[config.mk]
export PLATFORM = sky130hd
export DESIGN_NAME = hb_decim
export DESIGN_NICKNAME = d
export VERILOG_FILES = /design/src/rtl/hb_decim_pkg.sv /design/src/rtl/hb_sample_ring.sv /design/src/rtl/hb_tap_seq.sv /design/src/rtl/hb_mac.sv /design/src/rtl/hb_decim.sv
export SDC_FILE = /design/constraint.sdc
export NUM_CORES = 2
export LEC_CHECK = 0
export BUFFER_PORTS_ARGS = -buffer_cell sky130_fd_sc_hd__buf_4
export CAP_MARGIN = 20
export CORE_ASPECT_RATIO = 1.25
export CORE_MARGIN = 4
export CORE_UTILIZATION = 35
export CTS_BUF_LIST = sky130_fd_sc_hd__clkbuf_4 sky130_fd_sc_hd__clkbuf_8 sky130_fd_sc_hd__clkbuf_16
export CTS_CLUSTER_SIZE = 12
export DETAILED_ROUTE_END_ITERATION = 8
export PLACE_DENSITY = 0.52
export SLEW_MARGIN = 20
export SYNTH_ARGS = -nofsm -noshare
export SYNTH_HDL_FRONTEND = slang
export SYNTH_SLANG_ARGS = --single-unit
export TNS_END_PERCENT = 100
[constraint.sdc]
create_clock -name clk -period 25.3 [get_ports clk]
set_input_delay 1.265 -clock clk [delete_from_list [all_inputs] [get_ports clk]]
set_output_delay 1.265 -clock clk [all_outputs]
set_load 0.1 [all_outputs]
[src/rtl/hb_decim_pkg.sv]
package hb_decim_pkg;

    typedef enum logic [1:0] {
        S_IDLE = 2'd0,
        S_ACC  = 2'd1,
        S_DONE = 2'd2
    } hb_state_e;

endpackage

[src/rtl/hb_sample_ring.sv]
module hb_sample_ring #(
    parameter int DW    = 24,
    parameter int DEPTH = 32,
    parameter int PW    = 5
) (
    input  logic                 clk,
    input  logic                 rst_n,
    input  logic                 wr_en,
    input  logic signed [DW-1:0] wr_data,
    input  logic [PW-1:0]        rd_addr,
    output logic [PW-1:0]        wr_ptr,
    output logic signed [DW-1:0] rd_data
);

    logic signed [DW-1:0] mem [DEPTH];

    always_ff @(posedge clk) begin
        if (!rst_n) begin
            wr_ptr <= '0;
            for (int i = 0; i < DEPTH; i++) begin
                mem[i] <= '0;
            end
        end else if (wr_en) begin
            mem[wr_ptr] <= wr_data;
            wr_ptr      <= wr_ptr + 1'b1;
        end
    end

    assign rd_data = mem[rd_addr];

endmodule

[src/rtl/hb_tap_seq.sv]
module hb_tap_seq #(
    parameter int                    NTAPS = 19,
    parameter int                    CW    = 24,
    parameter int                    NUNIQ = 6,
    parameter int                    PW    = 5,
    parameter int                    SW    = 4,
    parameter logic [NUNIQ*CW-1:0]   COEFS = '0
) (
    input  logic [SW-1:0]        step,
    output logic [PW-1:0]        tap_k,
    output logic signed [CW-1:0] coef
);

    localparam int NSIDE = (NTAPS + 1) / 2;
    localparam int CTR   = (NTAPS - 1) / 2;

    int s;
    int k;
    int d;
    int j;

    always_comb begin
        s = int'(step);
        k = CTR;
        d = 0;
        j = 0;
        if (s < NSIDE) begin
            k = 2 * s;
            d = (k > CTR) ? (k - CTR) : (CTR - k);
            j = (d + 1) / 2;
        end
        tap_k = PW'(k);
        coef  = COEFS[j*CW +: CW];
    end

endmodule

[src/rtl/hb_mac.sv]
module hb_mac #(
    parameter int DW = 24,
    parameter int CW = 24,
    parameter int AW = 56
) (
    input  logic                 clk,
    input  logic                 rst_n,
    input  logic                 clr,
    input  logic                 en,
    input  logic signed [DW-1:0] sample,
    input  logic signed [CW-1:0] coef,
    output logic signed [AW-1:0] acc
);

    localparam int PRW = DW + CW;

    logic signed [PRW-1:0] prod;
    logic signed [AW-1:0]  prod_ext;

    assign prod     = sample * coef;
    assign prod_ext = {{(AW-PRW){prod[PRW-1]}}, prod};

    always_ff @(posedge clk) begin
        if (!rst_n || clr) begin
            acc <= '0;
        end else if (en) begin
            acc <= acc + prod_ext;
        end
    end

endmodule

[src/rtl/hb_decim.sv]
module hb_decim
    import hb_decim_pkg::*;
#(
    parameter int NTAPS = 19,
    parameter int DW    = 24,
    parameter int CW    = 24,
    parameter int AW    = 56,
    parameter logic [((NTAPS+1)/4+1)*CW-1:0] COEFS = {
        24'h0147AE, 24'hFCCCCD, 24'h066666,
        24'hF33333, 24'h266666, 24'h400000
    }
) (
    input  logic          clk,
    input  logic          rst_n,
    input  logic          in_valid,
    input  logic [DW-1:0] in_data,
    output logic          out_valid,
    output logic [DW-1:0] out_data,
    output logic          overrun
);

    localparam int NUNIQ = (NTAPS + 1) / 4 + 1;
    localparam int NMAC  = (NTAPS + 1) / 2 + 1;
    localparam int DEPTH = 2 ** $clog2(NTAPS + 2);
    localparam int PW    = $clog2(DEPTH);
    localparam int SW    = $clog2(NMAC + 1);
    localparam int FRAC  = CW - 1;
    localparam logic signed [AW-1:0] RND  = AW'(1) <<< (FRAC - 1);
    localparam logic signed [AW-1:0] MAXV = {{(AW-DW+1){1'b0}}, {(DW-1){1'b1}}};
    localparam logic signed [AW-1:0] MINV = ~MAXV;

    hb_state_e state;
    hb_state_e state_nx;

    logic                 phase;
    logic                 trigger;
    logic                 start;
    logic [SW-1:0]        step;
    logic [PW-1:0]        base;
    logic [PW-1:0]        wr_ptr;
    logic [PW-1:0]        tap_k;
    logic signed [DW-1:0] rd_data;
    logic signed [CW-1:0] coef;
    logic signed [AW-1:0] acc;
    logic signed [AW-1:0] biased;
    logic signed [AW-1:0] shifted;
    logic [DW-1:0]        result;

    assign trigger = in_valid && phase;
    assign start   = trigger && (state == S_IDLE);

    hb_sample_ring #(.DW(DW), .DEPTH(DEPTH), .PW(PW)) u_ring (
        .clk     (clk),
        .rst_n   (rst_n),
        .wr_en   (in_valid),
        .wr_data (in_data),
        .rd_addr (base - tap_k),
        .wr_ptr  (wr_ptr),
        .rd_data (rd_data)
    );

    hb_tap_seq #(
        .NTAPS(NTAPS), .CW(CW), .NUNIQ(NUNIQ),
        .PW(PW), .SW(SW), .COEFS(COEFS)
    ) u_seq (
        .step  (step),
        .tap_k (tap_k),
        .coef  (coef)
    );

    hb_mac #(.DW(DW), .CW(CW), .AW(AW)) u_mac (
        .clk    (clk),
        .rst_n  (rst_n),
        .clr    (start),
        .en     (state == S_ACC),
        .sample (rd_data),
        .coef   (coef),
        .acc    (acc)
    );

    // State register
    always_ff @(posedge clk) begin
        if (!rst_n) begin
            state <= S_IDLE;
        end else begin
            state <= state_nx;
        end
    end

    // Next-state logic
    always_comb begin
        state_nx = state;
        unique case (state)
            S_IDLE:  if (trigger) state_nx = S_ACC;
            S_ACC:   if (step == SW'(NMAC - 1)) state_nx = S_DONE;
            S_DONE:  state_nx = S_IDLE;
            default: state_nx = S_IDLE;
        endcase
    end

    // Round half up, then clip to the sample range
    always_comb begin
        biased  = acc + RND;
        shifted = biased >>> FRAC;
        if (shifted > MAXV) begin
            result = MAXV[DW-1:0];
        end else if (shifted < MINV) begin
            result = MINV[DW-1:0];
        end else begin
            result = shifted[DW-1:0];
        end
    end

    // Outputs and sequencing registers
    always_ff @(posedge clk) begin
        if (!rst_n) begin
            phase     <= 1'b0;
            step      <= '0;
            base      <= '0;
            overrun   <= 1'b0;
            out_valid <= 1'b0;
            out_data  <= '0;
        end else begin
            if (in_valid) begin
                phase <= ~phase;
            end
            if (start) begin
                base <= wr_ptr;
                step <= '0;
            end else if (state == S_ACC) begin
                step <= step + 1'b1;
            end
            if (trigger && (state != S_IDLE)) begin
                overrun <= 1'b1;
            end
            out_valid <= (state == S_DONE);
            if (state == S_DONE) begin
                out_data <= result;
            end
        end
    end

endmodule

==> impl_metrics.json <==
{
  "port_buffers": 52,
  "core_um2": 182000,
  "slew_violations": 0,
  "cts_setup_buffers": 0,
  "max_freq_ghz": 0.0766,
  "outcome": "complete, no violations",
  "grt_first_pass_wirelength_mm": 283,
  "finalHoldViolations": 0,
  "grt_overflow_total": 0,
  "synthMuxAreaShare": 0.0832,
  "setup-tns-final_ns": 0,
  "maxSlewHeadroom": 0.254,
  "ys_ff_latch": 867,
  "setup_viol": 0,
  "synth_edf_count": 768,
  "cts_root_buf": "clkbuf_16",
  "drtIter0Drc": 2744,
  "synth_compound_area_frac": 0.0366,
  "die-area_um2": 191000,
  "cap_violations": 0,
  "layout_min_cycle_time_ns": 13.05,
  "antenna_found_initial": 11,
  "synth-main-ff-cell": "edfxtp_1",
  "cp_max_fo": 44,
  "cpMostUsedCell": "fa_1",
  "routabilityCongestion": 0.884,
  "cts_tree": "built",
  "r2r_slack_ns": 12.25,
  "cp-start-kind": "register",
  "slowest_stage": "fa_4",
  "routedWlPerCell_um": 23.6,
  "wl_mm": 186,
  "cp.required_ns": 25.89,
  "syn_nets": 6436,
  "crit_path_end_kind": "register",
  "crit_path_max_incr_delay_ns": 1.18,
  "final_net_count": 6343,
  "yosysWarnings": 0,
  "hold_path_depth": 2,
  "clkTransAtPathRegs_ns": 0.06,
  "worstPathArrival_ns": 13.64,
  "rsz0062_at_grt": "no",
  "cts.path.max_buffers": 3,
  "grt.total_usage": 0.198,
  "synthArstFlopShare": 0,
  "grt_pass1_vias": 43700,
  "clock_sinks": 867,
  "ys_seq_area_frac": 0.389,
  "rows": 175,
  "synth_top_family_by_area": "adder cells",
  "skew_ns": 0.0526,
  "syn_to_final_growth_pct": 9.83,
  "hp-start": "u_mac.acc[1]$_SDFFE_PP0N_",
  "synth.distinct_cells": 75,
  "tightest_slew_ns": 1.11,
  "holdCritPathClass": "register to register",
  "die_x_um": 391,
  "initial_core_util": 0.353,
  "synthAdderAreaFrac": 0.254,
  "avgSynthCellArea_um2": 11.7,
  "post_synth_xor_area_fraction": 0.0132,
  "top_level_ports": 53,
  "synth_area_leader_cell": "edfxtp_1",
  "min_to": "u_mac.acc[1]$_SDFFE_PP0N_",
  "timing.rr.end": "u_mac.acc[55]$_SDFFE_PP0N_",
  "yosys.area_share.simple": 0.154,
  "postSynthCellCount": 5519,
  "reg2reg_from": "step[2]$_SDFFE_PP0N_",
  "synth_top_area_frac": 0.359,
  "clk_latency_ns": 0.73,
  "dieHeight_um": 487,
  "dr_total_vias": 40000,
  "firstDrtPassIters": 5,
  "cts_resized": 0,
  "cts-buffers-inserted": 97,
  "drc": 0,
  "cts_max_level": 3,
  "critPathKind": "register to register",
  "r2r_cells": 34,
  "drive_gt1_frac": 0.124,
  "period_share": 0.516,
  "postRouteAntennaNets": 0,
  "netlist_area_um2": 64300,
  "hold_buffers": 0,
  "vias_per_cell": 5.07,
  "grt_max_degree": 83,
  "synthTopCellsByArea": "edfxtp_1 (36%), fa_1 (22%), mux4_2 (8.0%), and2_1 (8.0%), inv_1 (4.7%)",
  "dp_hpwl_mm": 130
}
## synth_stat cells (all sizes together) (12+ instances only)
cell type  count
and2         820
inv          802
edfxtp       768
fa           694
nand2        493
clkbuf       306
mux4         228
nor2         225
ha           196
nor2b        115
a21oi        109
o21ai        104
dfxtp         99
nand3         80
buf           63
xnor2         59
a21o          39
xor2          38
nand2b        33
and3          30
nor3          24
o221a         22
o21a          18
nand4         16
mux2          12
## cells in the final DEF (no fill, tap or decap), drive strengths merged, types with 115 or more instances in the layout
master,n
mux4,228
clkbuf,125
inv,804
edfxtp,768
nor2b,115
buf,177
nor2,225
fa,694
and2,820
nand2,493
ha,196
## worst max-delay path by stage
stage | from | to | cells past startpoint
after floorplan | step[1]$_SDFFE_PP0N_ | u_mac.acc[55]$_SDFFE_PP0N_ | 42
after global placement | step[1]$_SDFFE_PP0N_ | u_mac.acc[55]$_SDFFE_PP0N_ | 34
after detailed placement | step[1]$_SDFFE_PP0N_ | u_mac.acc[55]$_SDFFE_PP0N_ | 34
after CTS | step[1]$_SDFFE_PP0N_ | u_mac.acc[55]$_SDFFE_PP0N_ | 34
after global routing | step[2]$_SDFFE_PP0N_ | u_mac.acc[55]$_SDFFE_PP0N_ | 34
final | step[2]$_SDFFE_PP0N_ | u_mac.acc[55]$_SDFFE_PP0N_ | 34
## state kept, by name, indices dropped and copies added, names as in the netlist
signal and flops:
base 5, u_ring.wr_ptr 5, phase 1, state 2
overrun 1, u_ring.mem 768, u_mac.acc 56, out_valid 1
out_data 24, step 4
## final cells by class
type,count,area (um^2)
Clock inverter,49,458
Sequential cell,867,25000
Antenna cell,7,17.5
Inverter,802,3010
Timing Repair Buffer,177,1340
Multi-Input combinational cell,3481,35100
Tap cell,2389,2990
Clock buffer,125,2660
Fill cell,17700,112000
## per-layer routing
metal | track usage | routed length, um | up-vias | part of all wire
met5 | 0 | 0 | - | 0
met4 | 0.0642 | 6310 | 0 | 0.034
met3 | 0.0245 | 8870 | 297 | 0.048
li1 | - | - | 17800 | -
met2 | 0.358 | 96100 | 1049 | 0.52
met1 | 0.246 | 75100 | 20900 | 0.40
## worst max-delay path: cells and delay by family (launching register included)
kind	cells	cell delay (ns)
fa+ha+maj	10	5.39
compound gates	9	2.49
buf+inv	8	2.00
simple gates	5	1.34
mux	2	1.15
flops	1	0.41
## cells by family after synthesis
| kind of cell | after synthesis |
|---|---|
| adder cells (fa/ha/maj) | 890 |
| XOR/XNOR | 97 |
| AND/OR/NAND/NOR | 1881 |
| buffers and inverters | 1171 |
| multiplexers | 248 |
| flip-flops | 867 |
| AO/OA/AOI/OAI | 365 |
## through the flow
stage	hold WS, ns	cells	util	worst slack (ns)	area, um^2
floorplan	0.436	5519	-	14.25	64300
global placement	0.447	7716	0.370	12.29	67500
detailed placement	0.455	7716	0.370	12.20	67500
CTS	0.470	7890	0.387	12.17	70600
global route	0.488	7890	0.387	11.62	70600
finish	0.468	7897	0.387	12.25	70600
Power is left out: the tool's default activity adds up to more than one toggle a clock period on the data nets, which glitch-free logic cannot reach.
